File: src/rtl/usb_irq_pkg.sv
package usb_irq_pkg;
  localparam int unsigned NUM_SRC = 5;

  typedef enum logic [2:0] {
    SRC_HOST_DISC  = 3'd0,
    SRC_VBUS       = 3'd1,
    SRC_SESS_VALID = 3'd2,
    SRC_SESS_END   = 3'd3,
    SRC_ID_GND     = 3'd4
  } src_idx_e;

  typedef logic [NUM_SRC-1:0] src_vec_t;
endpackage

File: src/rtl/irq_id_qualify.sv
module irq_id_qualify #(
  parameter int unsigned SETTLE_CYCLES = 3_000_000
) (
  input  logic clk_i,
  input  logic rst_ni,
  input  logic pullup_i,
  output logic valid_o
);
  localparam int unsigned CNT_W = $clog2(SETTLE_CYCLES + 1);
  localparam logic [CNT_W-1:0] CNT_MAX = CNT_W'(SETTLE_CYCLES);

  logic [CNT_W-1:0] cnt_q;

  always_ff @(posedge clk_i or negedge rst_ni) begin
    if (!rst_ni)            cnt_q <= '0;
    else if (!pullup_i)     cnt_q <= '0;
    else if (cnt_q != CNT_MAX) cnt_q <= cnt_q + 1'b1;
  end

  assign valid_o = pullup_i && (cnt_q == CNT_MAX);

  // losing the pull-up restarts the settle window
  a_r10_wait_restarts: assert property (@(posedge clk_i) disable iff (!rst_ni)
    !pullup_i |=> !valid_o);
endmodule

File: src/rtl/irq_edge_detect.sv
module irq_edge_detect #(
  parameter int unsigned N = 5
) (
  input  logic         clk_i,
  input  logic         rst_ni,
  input  logic [N-1:0] src_i,
  input  logic [N-1:0] rise_en_i,
  input  logic [N-1:0] fall_en_i,
  output logic [N-1:0] event_o
);
  logic [N-1:0] prev_q;
  logic         armed_q;

  // first cycle after reset has no valid history
  always_ff @(posedge clk_i or negedge rst_ni) begin
    if (!rst_ni) armed_q <= 1'b0;
    else         armed_q <= 1'b1;
  end

  for (genvar i = 0; i < N; i++) begin : g_src
    logic rise, fall;
    always_ff @(posedge clk_i or negedge rst_ni) begin
      if (!rst_ni) prev_q[i] <= 1'b0;
      else         prev_q[i] <= src_i[i];
    end
    assign rise       = src_i[i] & ~prev_q[i];
    assign fall       = ~src_i[i] & prev_q[i];
    assign event_o[i] = armed_q & ((rise_en_i[i] & rise) | (fall_en_i[i] & fall));
  end
endmodule

File: src/rtl/irq_latch_bank.sv
module irq_latch_bank #(
  parameter int unsigned N = 5
) (
  input  logic         clk_i,
  input  logic         rst_ni,
  input  logic [N-1:0] event_i,
  input  logic         rd_clr_i,
  input  logic         low_power_i,
  input  logic         serial_i,
  output logic [N-1:0] latch_o,
  output logic         mode_clr_o,
  output logic         irq_o
);
  logic [N-1:0] latch_q, latch_d;
  logic         lp_q, ser_q;

  always_ff @(posedge clk_i or negedge rst_ni) begin
    if (!rst_ni) begin
      lp_q  <= 1'b0;
      ser_q <= 1'b0;
    end else begin
      lp_q  <= low_power_i;
      ser_q <= serial_i;
    end
  end

  assign mode_clr_o = (low_power_i & ~lp_q) | (serial_i & ~ser_q);

  always_comb begin
    if (mode_clr_o)    latch_d = '0;
    else if (rd_clr_i) latch_d = event_i;            // read clears, new events survive
    else               latch_d = latch_q | event_i;
  end

  always_ff @(posedge clk_i or negedge rst_ni) begin
    if (!rst_ni) latch_q <= '0;
    else         latch_q <= latch_d;
  end

  assign latch_o = latch_q;
  assign irq_o   = |latch_q;

  // mode entry leaves nothing pending
  a_r6_entry_clears: assert property (@(posedge clk_i) disable iff (!rst_ni)
    mode_clr_o |=> (latch_o == '0) && !irq_o);
  // an edge colliding with a clearing read is kept
  a_r5_read_keeps_new: assert property (@(posedge clk_i) disable iff (!rst_ni)
    (rd_clr_i && !mode_clr_o && (|event_i)) |=> irq_o);
endmodule

File: src/rtl/usb_irq_latch_unit.sv
module usb_irq_latch_unit
  import usb_irq_pkg::*;
#(
  parameter int unsigned ADDR_W           = 8,
  parameter int unsigned DATA_W           = 8,
  parameter logic [ADDR_W-1:0] STATUS_ADDR = 8'h13,
  parameter logic [ADDR_W-1:0] LATCH_ADDR  = 8'h14,
  parameter int unsigned ID_SETTLE_CYCLES  = 3_000_000
) (
  input  logic              clk_i,
  input  logic              rst_ni,
  input  logic              host_disc_i,
  input  logic              vbus_valid_i,
  input  logic              sess_valid_i,
  input  logic              sess_end_i,
  input  logic              id_gnd_i,
  input  logic              dp_pulldown_i,
  input  logic              dm_pulldown_i,
  input  logic              id_pullup_i,
  input  logic [4:0]        rise_en_i,
  input  logic [4:0]        fall_en_i,
  input  logic              low_power_i,
  input  logic              serial_mode_i,
  input  logic [ADDR_W-1:0] reg_addr_i,
  input  logic              reg_rd_i,
  output logic [DATA_W-1:0] reg_rdata_o,
  output logic              irq_o
);
  localparam int unsigned PAD_W = DATA_W - NUM_SRC;

  src_vec_t src_eff, events, latch;
  logic     id_valid, host_mode, rd_clr, mode_clr;

  irq_id_qualify #(.SETTLE_CYCLES(ID_SETTLE_CYCLES)) u_id_qual (
    .clk_i   (clk_i),
    .rst_ni  (rst_ni),
    .pullup_i(id_pullup_i),
    .valid_o (id_valid)
  );

  assign host_mode = dp_pulldown_i & dm_pulldown_i;

  always_comb begin
    src_eff                 = '0;
    src_eff[SRC_HOST_DISC]  = host_disc_i & host_mode & ~low_power_i;
    src_eff[SRC_VBUS]       = vbus_valid_i;
    src_eff[SRC_SESS_VALID] = sess_valid_i;
    src_eff[SRC_SESS_END]   = sess_end_i;
    src_eff[SRC_ID_GND]     = id_gnd_i & id_valid;
  end

  irq_edge_detect #(.N(NUM_SRC)) u_edge (
    .clk_i    (clk_i),
    .rst_ni   (rst_ni),
    .src_i    (src_eff),
    .rise_en_i(rise_en_i),
    .fall_en_i(fall_en_i),
    .event_o  (events)
  );

  assign rd_clr = reg_rd_i && (reg_addr_i == LATCH_ADDR);

  irq_latch_bank #(.N(NUM_SRC)) u_latch (
    .clk_i      (clk_i),
    .rst_ni     (rst_ni),
    .event_i    (events),
    .rd_clr_i   (rd_clr),
    .low_power_i(low_power_i),
    .serial_i   (serial_mode_i),
    .latch_o    (latch),
    .mode_clr_o (mode_clr),
    .irq_o      (irq_o)
  );

  always_comb begin
    unique case (reg_addr_i)
      STATUS_ADDR: reg_rdata_o = {{PAD_W{1'b0}}, src_eff};
      LATCH_ADDR:  reg_rdata_o = {{PAD_W{1'b0}}, latch};
      default:     reg_rdata_o = '0;
    endcase
  end

  for (genvar i = 0; i < NUM_SRC; i++) begin : g_chk
    // enabled rising edge is captured
    a_r2_rise_latches: assert property (@(posedge clk_i) disable iff (!rst_ni)
      ($past(rst_ni) && rise_en_i[i] && $rose(src_eff[i]) && !mode_clr) |=> latch[i]);
    // enabled falling edge is captured
    a_r3_fall_latches: assert property (@(posedge clk_i) disable iff (!rst_ni)
      ($past(rst_ni) && fall_en_i[i] && $fell(src_eff[i]) && !mode_clr) |=> latch[i]);
    // fully masked source never raises its bit
    a_r4_masked_quiet: assert property (@(posedge clk_i) disable iff (!rst_ni)
      (!rise_en_i[i] && !fall_en_i[i]) |=> !$rose(latch[i]));
  end
endmodule

File: config.mk
export PLATFORM = sky130hd
export DESIGN_NAME = usb_irq_latch_unit
export DESIGN_NICKNAME = d
export VERILOG_FILES = /design/src/rtl/usb_irq_pkg.sv /design/src/rtl/irq_id_qualify.sv /design/src/rtl/irq_edge_detect.sv /design/src/rtl/irq_latch_bank.sv /design/src/rtl/usb_irq_latch_unit.sv
export SDC_FILE = /design/constraint.sdc
export NUM_CORES = 1
export LEC_CHECK = 0
export CAP_MARGIN = 15
export CORE_MARGIN = 4
export CORE_UTILIZATION = 35
export DETAILED_ROUTE_END_ITERATION = 10
export REMOVE_ABC_BUFFERS = 1
export SYNTH_ARGS = -nofsm -noshare
export SYNTH_HDL_FRONTEND = slang
export SYNTH_SLANG_ARGS = --single-unit
File: constraint.sdc
create_clock -name clk_i -period 2.03 [get_ports clk_i]
set_clock_uncertainty 0.2 [all_clocks]
set_input_delay 0.5075 -clock clk_i [delete_from_list [all_inputs] [get_ports clk_i]]
set_output_delay 0.5075 -clock clk_i [all_outputs]
set_load 0.05 [all_outputs]
==> metrics.csv <==
stage,metric,value,unit
logic_synthesis,ys_seq_elements,35,
drt,first_pass_iters,4,
clock_tree,root_buffer,clkbuf_8,
die,die_w,82.2,microns
drt,wl_per_cell,14.6,microns
die,start_util,37.0,%
placed_design,dp_hpwl,3.73,mm
cells_and_area,final_cell_count_no_fill,368,
cells_and_area,antennaDiodeCount,0,
sta,timing.final.crit_share,124,%
power,seqPwrFrac,51.8,%
cells_and_area,syn2layout_area_growth,60.2,%
clock_tree,insertion_delay,280,ps
drt,via_per_inst,5.12,
worst_setup_path,path_delay_family,simple AND/OR/NAND/NOR gates,
sta,min_period,2520,ps
logic_synthesis,synth_area,1930,sq um
logic_synthesis,async_flop_share,100,%
logic_synthesis,synth_compound_area_share,11.6,%
worst_setup_path,cp_cell_sequence,inv_2 -> ha_1 -> nand4bb_1 -> nor4_2 -> buf_4 -> nand4_1 -> a21oi_2 -> buf_12,
placed_design,routabilityCongestion,0.802,
drt,route.detailed.drc,0,
sta,rsz0062_at_grt,true,
logic_synthesis,synth_edf_count,0,
sta,setup_violations,10,
run_status,violations,setup timing,
clock_tree,cts.reportedPaths.clkPinSlew,70,ps
grt,first_global_vias,1844,
die,ios,40,
clock_tree,htree_levels,2,
sta,hold_viol,0,
logic_synthesis,seq_area_frac_synth,45.5,%
cells_and_area,final_nets,332,
clock_tree,clk_path_buf_depth,2,
logic_synthesis,syn_area_per_cell,9.35,sq um
power,ir_drop,0.323,mV
power,swShare,25.3,%
grt,grt_usage,16.0,%
worst_setup_path,critPathArrivalTime,1810,ps
worst_setup_path,cpMaxStageDelayCell,dfrtp_1,
logic_synthesis,synth_xor_area_share,4.09,%
sta,setup_ws,-492,ps
drt,ant_nets,0,
worst_setup_path,path_buf_inv,3,
logic_synthesis,synth-simple-area-share,31.6,%
clock_tree,hold_buffers,0,
logic_synthesis,synth_warnings,0,
worst_setup_path,slowest_delay,390,ps
clock_tree,cts_tree,yes,
worst_setup_path,start_kind,flop,
placed_design,io_buffer_count,36,
die,rows,26,
logic_synthesis,synth.distinct_cells,42,
cells_and_area,final_cell_mix,"49 x buf_4, 35 x dfrtp_1, 16 x nor2_1, 15 x clkdlybuf4s50_1, 13 x nand2_1",
power,p_sw,354,uW
power,pwr-share-comb,15.3,%
logic_synthesis,ys.flop_type,dfrtp_1,
clock_tree,clock-sinks,35,
run_status,outcome,finished with violations,
drt,vias,1883,
logic_synthesis,synth_top_family_by_area,simple AND/OR/NAND/NOR gates,
worst_setup_path,path_class,flop to output port,
die,die_h,82.2,microns
logic_synthesis,synth.mux.area_fraction,1.04,%
power,p_total,1400,uW
sta,fmax,0.397,GHz
power,p_per_area,454,nW/um^2
clock_tree,cts_buffers,5,
run,maxCapViolCount,0,
cells_and_area,layout_commonest_cell,buf_4,
worst_setup_path,path_max_fanout,2,
worst_setup_path,end_kind,output port,
logic_synthesis,synthAdderAreaFrac,1.30,%
grt,grt_max_degree,36,
die,dieArea,6750,sq um
cells_and_area,drive_gt1_share,38.9,%
hold_path,hold_class,input pin to flop,
drt,routed_wl,5.36,mm
grt,grt_pass1_wl,8.20,mm
power,clockPowerShare,32.9,%
grt,antenna_found_initial,0,
placed_design,dp_cells,348,
drt,drtIter0Drc,59,
grt,grt_overflow,0,
power,p_int,1050,uW
placed_design,placed_area,2710,sq um
die,fp.coreArea,5200,sq um
sta,maxSlewViolCount,0,
power,p_leak,0.00129,uW
worst_setup_path,required,1320,ps
cells_and_area,design_area,3090,sq um
logic_synthesis,syn_inst,206,
## synth_stat cells (6+ instances only)
cell type | count | area, sq um
nand2_1 | 15 | 56.3
xnor2_1 | 7 | 61.3
or4_1 | 7 | 52.6
dfrtp_1 | 35 | 876
nand3_1 | 9 | 45.0
a21oi_1 | 13 | 65.1
a22oi_1 | 7 | 52.6
nor2_1 | 21 | 78.8
o31ai_1 | 6 | 45.0
inv_1 | 8 | 30.0
o21ai_0 | 9 | 45.0
## final cells by class
type	instances	area [sq um]
fill	451	2120
multi-input combinational	158	1190
sequential	35	876
timing repair buffer	91	832
tap	70	87.6
clock buffer	6	72.6
inverter	8	30.0
## per-layer routing
metal | GRT usage, % | vias up | wire, microns
met3 | 4.12 | 4 | 325
li1 | - | 932 | -
met5 | 0 | - | 0
met4 | 5.32 | 0 | 41
met1 | 19.1 | 901 | 2290
met2 | 28.0 | 46 | 2690
## sequential cells by signal, indices dropped and copies added (netlist names)
name and count:
u_edge.armed_q 1, u_latch.lp_q 1, u_latch.ser_q 1, u_id_qual.cnt_q 22, u_edge.prev_q 5, u_latch.latch_o 5
## power groups by stage
stage	sequential [uW]	combinational [uW]	clock, uW
after floorplan	738	73.7	0
after global placement	737	203	0
after detailed placement	737	206	0
after CTS	725	209	477
after global routing	727	235	508
final	725	214	460
## cell families after synthesis
group           Yosys count
simple gates            103
compound gates           37
flops                    35
buf+inv                  16
xor+xnor                  9
fa+ha+maj                 2
other cells               2
mux                       2
## per-stage QoR
step                setup TNS (ps)  setup slack (ps)  hold slack (ps)  util (%)
CTS                           -908              -541              230      55.2
global route                 -1920              -577              235      59.3
floorplan                    -2170              -791             11.9         -
detailed placement           -3700              -605              345      52.1
finish                       -1030              -492              237      59.3
global placement             -3350              -532              336      52.1
## final timing paths
kind,start,end,slack (ps),cells past startpoint
setup / recovery,u_id_qual.cnt_q[0],reg_rdata_o[4],-490,8
hold / removal,low_power_i,u_latch.lp_q,240,2
setup reg to reg,u_id_qual.cnt_q[8],u_id_qual.cnt_q[18],-40,6
hold reg to reg,u_id_qual.cnt_q[19],u_id_qual.cnt_q[19],370,2
max in group asynchronous,rst_ni,u_id_qual.cnt_q[19],1050,2
min in group asynchronous,rst_ni,u_edge.prev_q[0],390,2
## timing repair
action                                  CTS  global route
buffers inserted                          4             9
pin swaps                                11            13
gates cloned                              0             1
endpoints found under the setup margin    5            13
gates resized for setup                  63            32
(Power assumes the default switching activity.)
